[src/rtl/ifetch_cache.sv]
module ifetch_cache #(
  parameter int AW         = 32,
  parameter int SETS       = 4,
  parameter int WAYS       = 4,
  parameter int LINE_BYTES = 16,
  parameter int USTATES    = 4,
  parameter int HIT_DELAY  = 1,
  parameter int MISS_DELAY = 2
) (
  input  logic          clk,
  input  logic          rst_n,
  input  logic          cache_en,
  input  logic          req_valid,
  output logic          req_ready,
  input  logic [AW-1:0] req_addr,
  input  logic          req_nocache,
  input  logic          req_inv,
  output logic          rsp_valid,
  output logic [31:0]   rsp_data,
  output logic          rsp_buserr,
  output logic          mem_req,
  output logic [AW-1:0] mem_addr,
  input  logic          mem_ack,
  input  logic [31:0]   mem_rdata,
  input  logic          mem_err
);

  localparam int OFF   = $clog2(LINE_BYTES);
  localparam int WORDS = LINE_BYTES / 4;
  localparam int WB    = OFF - 2;
  localparam int IB    = $clog2(SETS);
  localparam int WW    = $clog2(WAYS);
  localparam int TW    = AW - OFF - IB;
  localparam int CW    = $clog2(USTATES);
  localparam logic [TW:0]   TAG_NONE = '1;
  localparam logic [CW-1:0] AGE_TOP  = CW'(USTATES - 1);

  typedef enum logic [2:0] {S_IDLE, S_LOOK, S_FILL, S_BYP, S_WAIT, S_RESP} st_t;

  st_t             st_q;
  logic [AW-1:2]   a_q;
  logic [WW-1:0]   vic_q;
  logic [WB-1:0]   fidx_q, fcnt_q;
  logic [15:0]     dly_q;
  logic [31:0]     data_q;
  logic            err_q;

  logic [TW:0]     tag_q  [SETS][WAYS];
  logic [CW-1:0]   age_q  [SETS][WAYS];
  logic [31:0]     line_q [SETS][WAYS][WORDS];

  wire [IB-1:0] set_a = a_q[OFF +: IB];
  wire [TW-1:0] tag_a = a_q[AW-1 -: TW];
  wire [WB-1:0] wrd_a = a_q[2 +: WB];
  wire [IB-1:0] set_i = req_addr[OFF +: IB];
  wire [TW-1:0] tag_i = req_addr[AW-1 -: TW];
  wire unused_low = &{1'b0, req_addr[1:0]};

  logic          hit, imatch;
  logic [WW-1:0] hway, iway, vway;
  logic [CW-1:0] vmin;

  always_comb begin
    hit = 1'b0;
    hway = '0;
    for (int w = 0; w < WAYS; w++)
      if (tag_q[set_a][w] == {1'b0, tag_a}) begin
        hit = 1'b1;
        hway = WW'(w);
      end
  end

  always_comb begin
    imatch = 1'b0;
    iway = '0;
    for (int w = 0; w < WAYS; w++)
      if (tag_q[set_i][w] == {1'b0, tag_i}) begin
        imatch = 1'b1;
        iway = WW'(w);
      end
  end

  always_comb begin
    vway = '0;
    vmin = AGE_TOP;
    for (int w = 0; w < WAYS; w++)
      if (age_q[set_a][w] < vmin) begin
        vway = WW'(w);
        vmin = age_q[set_a][w];
      end
  end

  assign req_ready  = (st_q == S_IDLE);
  assign rsp_valid  = (st_q == S_RESP);
  assign rsp_data   = data_q;
  assign rsp_buserr = rsp_valid & err_q;
  assign mem_req    = (st_q == S_FILL) || (st_q == S_BYP);
  assign mem_addr   = (st_q == S_FILL) ? {a_q[AW-1:OFF], fidx_q, 2'b00} : {a_q, 2'b00};

  always_ff @(posedge clk or negedge rst_n) begin
    if (!rst_n) begin
      st_q   <= S_IDLE;
      a_q    <= '0;
      vic_q  <= '0;
      fidx_q <= '0;
      fcnt_q <= '0;
      dly_q  <= '0;
      data_q <= '0;
      err_q  <= 1'b0;
      for (int s = 0; s < SETS; s++)
        for (int w = 0; w < WAYS; w++) begin
          tag_q[s][w] <= TAG_NONE;
          age_q[s][w] <= '0;
        end
    end else begin
      case (st_q)
        S_IDLE: if (req_valid) begin
          if (req_inv) begin
            if (cache_en) begin
              if (imatch) begin
                tag_q[set_i][iway] <= TAG_NONE;
                age_q[set_i][iway] <= '0;
              end
            end else begin
              for (int w = 0; w < WAYS; w++) begin
                tag_q[set_i][w] <= TAG_NONE;
                age_q[set_i][w] <= '0;
              end
            end
          end else begin
            a_q  <= req_addr[AW-1:2];
            st_q <= (!cache_en || req_nocache) ? S_BYP : S_LOOK;
          end
        end
        S_LOOK: begin
          if (hit) begin
            data_q <= line_q[set_a][hway][wrd_a];
            err_q  <= 1'b0;
            for (int w = 0; w < WAYS; w++)
              if (age_q[set_a][w] > age_q[set_a][hway])
                age_q[set_a][w] <= age_q[set_a][w] - 1'b1;
            age_q[set_a][hway] <= AGE_TOP;
            dly_q <= 16'(HIT_DELAY);
            st_q  <= S_WAIT;
          end else begin
            vic_q  <= vway;
            fidx_q <= wrd_a;
            fcnt_q <= '0;
            st_q   <= S_FILL;
          end
        end
        S_FILL: if (mem_ack) begin
          if (mem_err) begin
            tag_q[set_a][vic_q] <= TAG_NONE;
            age_q[set_a][vic_q] <= '0;
            data_q <= '0;
            err_q  <= 1'b1;
            dly_q  <= 16'(MISS_DELAY);
            st_q   <= S_WAIT;
          end else begin
            if (fcnt_q == '0) data_q <= mem_rdata;
            fidx_q <= fidx_q + 1'b1;
            fcnt_q <= fcnt_q + 1'b1;
            if (fcnt_q == WB'(WORDS - 1)) begin
              tag_q[set_a][vic_q] <= {1'b0, tag_a};
              for (int w = 0; w < WAYS; w++)
                if (age_q[set_a][w] != '0)
                  age_q[set_a][w] <= age_q[set_a][w] - 1'b1;
              age_q[set_a][vic_q] <= AGE_TOP;
              err_q <= 1'b0;
              dly_q <= 16'(MISS_DELAY);
              st_q  <= S_WAIT;
            end
          end
        end
        S_BYP: if (mem_ack) begin
          data_q <= mem_err ? 32'd0 : mem_rdata;
          err_q  <= mem_err;
          st_q   <= S_RESP;
        end
        S_WAIT: begin
          if (dly_q == '0) st_q <= S_RESP;
          else dly_q <= dly_q - 1'b1;
        end
        default: st_q <= S_IDLE;
      endcase
    end
  end

  always_ff @(posedge clk)
    if (st_q == S_FILL && mem_ack && !mem_err)
      line_q[set_a][vic_q][fidx_q] <= mem_rdata;

endmodule


[config.mk]
export PLATFORM = sky130hd
export DESIGN_NAME = ifetch_cache
export DESIGN_NICKNAME = d
export VERILOG_FILES = /design/src/rtl/ifetch_cache.sv
export SDC_FILE = /design/constraint.sdc
export NUM_CORES = 2
export LEC_CHECK = 0
export ABC_CLOCK_PERIOD_IN_PS = 7800
export BUFFER_PORTS_ARGS = -buffer_cell sky130_fd_sc_hd__buf_2
export CELL_PAD_IN_SITES_DETAIL_PLACEMENT = 0
export CELL_PAD_IN_SITES_GLOBAL_PLACEMENT = 1
export CORE_ASPECT_RATIO = 1.75
export CORE_MARGIN = 5
export CORE_UTILIZATION = 48
export DETAILED_ROUTE_END_ITERATION = 10
export PLACE_DENSITY_LB_ADDON = 0.1
export SYNTH_ARGS = -nofsm -noshare
export SYNTH_HDL_FRONTEND = slang
export SYNTH_SLANG_ARGS = --single-unit
[constraint.sdc]
create_clock -name clk -period 7.8 [get_ports clk]
set_clock_uncertainty 0.1 [all_clocks]
set_input_delay 2.34 -clock clk [delete_from_list [all_inputs] [get_ports clk]]
set_output_delay 2.34 -clock clk [all_outputs]
set_load 0.05 [all_outputs]
; Word level (Yosys, flattened, before mapping)
; Memory sizes are Yosys's and may differ from the RTL's.
; Cells that the tools add are included.
[classes]
add_sub_neg = 7
order_cmp = 21
eq_ne = 27
n_mux = 183
bitwise_logic = 30
n_reduce_logical = 33
[op_table]
columns = op, n
row1 = $mux 432, 7
row2 = $or 432x432->432, 6
row3 = $mux 32, 49
row4 = $demux 108 s2, 6
row5 = $pmux 432 s2, 1
row6 = $mux 108, 7
row7 = $mux 512, 1
row8 = $bmux 108 s2, 2
row9 = $bwmux 432, 1
row10 = $mux 128, 3
row11 = $bmux 128 s2, 1
row12 = $demux 128 s2, 1
row13 = $bwmux 32, 7
row14 = $eq 27x26->1, 8
row15 = $and 32x32->32, 6
row16 = $not 32->32, 6
row17 = $pmux 32 s3, 2
row18 = $demux 8 s2, 11
row19 = $demux 27 s2, 2
row20 = $mux 27, 3
row21 = $mux 81, 1
row22 = $mux 16, 5
row23 = $bmux 32 s2, 1
row24 = $demux 32 s2, 1
row25 = 47 further kinds, 163
[word_totals]
reg_bits = 552
ram_bits = 2048
inputBits = 72
out_inout_bits = 68
word_cells = 342
n_memories = 1
[mem_list]
columns = name, words, word_bits, read_ports, rd_clocked_by_memory_dff, write_ports, line_no
row1 = line_q, 4, 512, 1, 0, 1, 50  ; logic [31:0] line_q [SETS][WAYS][WORDS];

; Depth between registers and ports, before layout
[depth]
ltp_word = 34
depth_mapped = 25
mapped_depth_nobuf = 17

; Worst setup path after synthesis
; Ideal clock, no wire load.
[synth_path]
path_type = input to register
startpoint = input port req_addr[4]
endpoint = register age_q[1] (netlist name)
setup_time_ps = 124
arrival_ps = 5851
required_ps = 7576
slack_ps = 1725
cell_stages = 17
path_buffers = 6
path_cell_list = buf_4 buf_6 buf_2 buf_4 mux4_2 xnor2_1 nand4_1 a2111oi_0 nand4_1 nand3_1 o211a_1 buf_6 nand3_4 buf_6 or2_4 o311a_1 a211o_1
[synth_between]
elab_chain_len = 22
elab_cells_between_ends = 48
classes_between = order compare: 4 / eq/ne: 5 / mux: 24 / bitwise: 12 / reduce/logical: 3
[synth_rtl]
columns = item, line_no
row1 = from (decl), 15  ; input logic [AW-1:0] req_addr,
row2 = $not 2->3 (implied by the code) *, "77, 122, 127"
row3 = $bmux 108 s2, 77  ; if (tag_q[set_i][w] == {1'b0, tag_i}) begin
row4 = $mux 108 (implied by the code) (2 in series), 77
row5 = $eq 27x26->1, 77
row6 = $mux 1, 77
row7 = $mux 2 (2 in series), 77
row8 = $not 2->3 (implied by the code), 122  ; age_q[set_i][iway] <= '0;
row9 = $ge 3x3->1 (implied by the code) / $lt 3x1->1 (equally long branches), 122
row10 = (+4 left out), -
row11 = $demux 8 s2, 122
row12 = $not 32->32 (no source line), -
row13 = $and 32x32->32 (no source line), -
row14 = $mux 32, 120  ; if (imatch) begin
row15 = $mux 32, 119  ; if (cache_en) begin
row16 = $mux 32, 118  ; if (req_inv) begin
row17 = $mux 32, 117  ; S_IDLE: if (req_valid) begin
row18 = $pmux 32 s3, 116  ; case (st_q)
row19 = "to (signal, indexed assignment)", 141  ; age_q[set_a][w] <= age_q[set_a][w] - 1'b1;
row20 = "to (signal, indexed assignment)", 168  ; age_q[set_a][w] <= age_q[set_a][w] - 1'b1;
row21 = to (decl), 49  ; logic [CW-1:0] age_q [SETS][WAYS];
; Every way passes the cells marked *; elsewhere a longest branch is shown, timed or not. The select of a mux whose other input is x is not followed.
; A chain may end at the register's enable or synchronous reset.

; Worst setup path after layout
[layout_path]
startpoint = register a_q[4] (netlist name)
endpoint = register age_q[31] (netlist name)
[layout_between]
elab_chain_len = 34
elab_cells_between_ends = 101
classes_between = add/sub: 4 / order compare: 8 / eq/ne: 5 / mux: 71 / bitwise: 6 / reduce/logical: 7
[layout_rtl]
columns = item, line_no
row1 = from (decl), 41  ; logic [AW-1:2] a_q;
row2 = from (signal assigned), 131  ; a_q <= req_addr[AW-1:2];
row3 = $not 2->3 (implied by the code) *, -
row4 = "$bmux 8 s2, or another cell as far along", -
row5 = $mux 8 (implied by the code) / $logic_and 1x1->1 (equally long branches), -
row6 = "$mux 8, on equally long branches", -
row7 = $sub 2x1->2 / $demux 8 s2 (equally long branches), "141, 168"
row8 = $bwmux 32, "141, 168"
row9 = $mux 32, 167  ; if (age_q[set_a][w] != '0)
row10 = $mux 32, 164  ; if (fcnt_q == WB'(WORDS - 1)) begin
row11 = (+18 left out), -
row12 = $mux 32, 153  ; if (mem_err) begin
row13 = $mux 32, 152  ; S_FILL: if (mem_ack) begin
row14 = $mux 32, 116
row15 = $or 32x32->32 (no source line), -
row16 = $mux 32, 164
row17 = $mux 32, 153
row18 = $mux 32, 152
row19 = $pmux 32 s3, 116
; Marked as above.

==> metrics <==
r2r setup slk=0.75 ns; final hold vios=0; status=finished, violations left; Peak VDD IR=0.1988 mV; worst hold-check path type=reg -> reg; dpl ws=0.5654 ns; setup_tns=0 ns; Total Wirelength=445,100 microns; WL per Instance=between 30 and 40 microns; Port-buffer cells=135; M3 GR Usage=0.05807; asr flop ratio synth=0.2123; crit end category=flip-flop; worst relative slew slack=-0.06778; Avg Inst Size Synth=14.16 sq um; iteration count of the initial detailed-routing pass=6; Critical Path AT=7.76 ns; core area=around 250,000 sq um; Min Clock Period, post-route=7.045 ns; CTS Buf Count=241; worst skew pair latency=0.92 ns; initial core utilization=0.4811; largest net degree at the start of global routing=167; crit-path max FO=33; DRC=0; Worst R2R Path Depth=13; Total GRT Usage=0.3377; Area Growth Syn to Fin=12.12%; layer with the highest usage=met2; DP Wirelength=approximately 270,000 microns; placed cells=11,576; CTS tree=done; GR Overflow Total=0; non-filler cells, final=12,026; RePlAce Congestion=around 0.97; CP most frequent cell=o21ai_0; switching power=slightly below 6 mW; via count=slightly below 80,000; register area share after synthesis=0.6358; H-tree Lvls=4; clock network power share=0.435; nets=between 8,000 and 9,000; Slew Viols, Final=3; global-route wire length before repair=619,800 microns; Highest Clock Rate=141.9 MHz; synthesis-stage register bit count=2,600; switching share of power=0.2122; Pleak=roughly 42 nW; Yosys cell types=91; setup ws final=0.7546 ns; layout filler cell count=20,115; RSZ-0062 raised after global routing=no; Pint=between 20 and 25 mW; num ports=140; initial antenna violation count=17; Critical Path RT=approximately 8.5 ns; share of cells above drive strength 1=0.2540; number of global-route vias before repair=78,999; CTS clk-pin slew, worst paths=0.07 ns; Gate power share=0.023; clock tree buffer depth=4; crit path kind=reg -> reg; MaxCap Viol Count=1; critical path's largest stage delay=about 1.3 ns; commonest non-fill, non-tap cell in the layout=edfxtp_1; Worst Tran Pin Value=between 1.5 and 2 ns; most frequent cells in the layout=edfxtp_1, a21oi_1, nand2_1, mux4_2, nor2_1; Post-CTS Hold Buffers=0; Final setup viols=0; antenna-violating nets left=0; Setup crit start=a_q[4]; die footprint=259,000 sq um; final cycle utilization of the critical path=0.9033; Post-Syn Instances=8,427; Root Buffer Master=clkbuf_16; CTS resizes=0; row count=242; die height=669.5 microns; Pwr Density=206.5 nW/um^2; crit path to=age_q[31]; CP cell instances=buf_12 -> mux4_2 -> xnor2_1 -> nand4_1 -> nor4_1 -> and4_1 -> buf_4 -> o21ai_0 -> a31oi_1 -> o211ai_1 -> o21ai_0 -> and2_1 -> a221o_1; Post CTS Setup Buffer Count=0; fin util=0.5395; Critical Path Source Type=flip-flop; post-placement cell area=125,900 sq um; Syn. warnings=0; DRT iter0 DRCs=8,031; Die X=~390 microns; crit path max-delay cell type=nor4_1; Design Area, Final=between 100,000 and 150,000 sq um; Synth Cell Area=~120,000 sq um; Vias/cell=6.616; Reg power frac=0.542; R2R Path Start=a_q[4]; clk sinks=about 2,600; met1 usage=0.3762; Reg-to-Reg End=age_q[31]; Synth Flop Type=edfxtp_1; GR Layer Usage met2=0.5785; failing checks=max-capacitance violations, max-slew violations; Post-synth EDFFs=2,048
==> logic make-up (layout without fill, tap and decap cells) <==
logic type,count (synthesis),in the layout,share of synthesized area
AOI/OAI and AO/OA,2011,2011,0.1024
xor gates and xnor gates,194,194,0.01424
adders and majority gates,22,22,0.002297
buffers and inverters,758,1049,0.02806
DFF,2600,2600,0.6358
muxes,851,851,0.1429
other,1,15,0.00003143
and+or+nand+nor,1990,1990,0.07432
==> per-stage QoR <==
| stage | hold WS [ns] | total power [mW] |
|---|---|---|
| after floorplan | 0.3493 | 15.44 |
| after global placement | 0.3697 | 15.86 |
| after detailed placement | 0.3837 | 15.87 |
| after CTS | 0.3891 | 27.79 |
| after global routing | 0.4162 | 28.35 |
| final | 0.3828 | 27.62 |
==> flip-flops by register name, indices dropped and copies added, names as in the netlist <==
register / flops
line_q: 2048
tag_q: 432
age_q: 32
rsp_data: 32
a_q: 30
dly_q: 16
st_q: 3
fcnt_q: 2
fidx_q: 2
vic_q: 2
err_q: 1
==> layer usage <==
layer	vias up	routed length (microns)
met4	8	42140
met5	-	47
li1	32673	-
met1	41581	147300
met3	1296	31980
met2	4009	223700
==> final cells by class <==
type	count	area, sq um	share of cell area
Inverter	81	304.0	0.002273
Tap cell	3294	4121	0.03081
Sequential cell	2600	75870	0.5671
Clock buffer	308	6432	0.04808
Timing Repair Buffer	531	4522	0.03380
Antenna cell	13	32.53	0.0002432
Clock inverter	129	1388	0.01037
Multi-Input combinational cell	5070	41110	0.3073
==> power groups by stage <==
stage / sequential (mW) / combinational, mW / clock, mW
after CTS: 15.0 / 0.616 / 12.2
after global routing: 15.0 / 0.650 / 12.7
after detailed placement: 15.3 / 0.616 / 0
after global placement: 15.3 / 0.601 / 0
final: 15.0 / 0.622 / 12.0
after floorplan: 15.3 / 0.176 / 0
==> Yosys cell counts, drive strengths merged (43+ instances only) <==
| cell | instances | area, sq um |
|---|---|---|
| dfrtp | 120 | 3003 |
| nor2 | 625 | 2351 |
| clkbuf | 390 | 1464 |
| inv | 80 | 300.3 |
| xor2 | 62 | 543.0 |
| mux2 | 49 | 555.5 |
| nand3 | 188 | 953.4 |
| dfstp | 432 | 11350 |
| a21oi | 1003 | 5020 |
| buf | 287 | 1580 |
| nor3 | 51 | 255.2 |
| nand2 | 758 | 2845 |
| a31oi | 44 | 275.3 |
| nand2b | 66 | 412.9 |
| o22ai | 43 | 275.3 |
| o21ai | 227 | 1136 |
| and3 | 59 | 369.1 |
| mux2i | 125 | 1251 |
| xnor2 | 132 | 1156 |
| edfxtp | 2048 | 61500 |
| mux4 | 677 | 15250 |
| nand4 | 57 | 356.6 |
| a21o | 436 | 3273 |
==> worst min path at each step <==
stage,startpoint,depth (start not counted),slack [ns],end
after CTS,dly_q[13],1,0.39,dly_q[13]
after floorplan,dly_q[15],1,0.35,dly_q[15]
after global placement,dly_q[15],1,0.37,dly_q[15]
after detailed placement,dly_q[13],1,0.38,dly_q[13]
final,dly_q[13],1,0.38,dly_q[13]
after global routing,dly_q[15],1,0.42,dly_q[15]
==> critical path, delay by kind of cell (launching register included) <==
family / cells / cell delay (ns)
muxes: 1 / 0.66
DFF: 1 / 0.94
AOI/OAI and AO/OA: 5 / 1.72
and+or+nand+nor: 4 / 2.37
buffers and inverters: 2 / 0.82
xor gates and xnor gates: 1 / 0.18
Power figures use the tool's default switching activity.
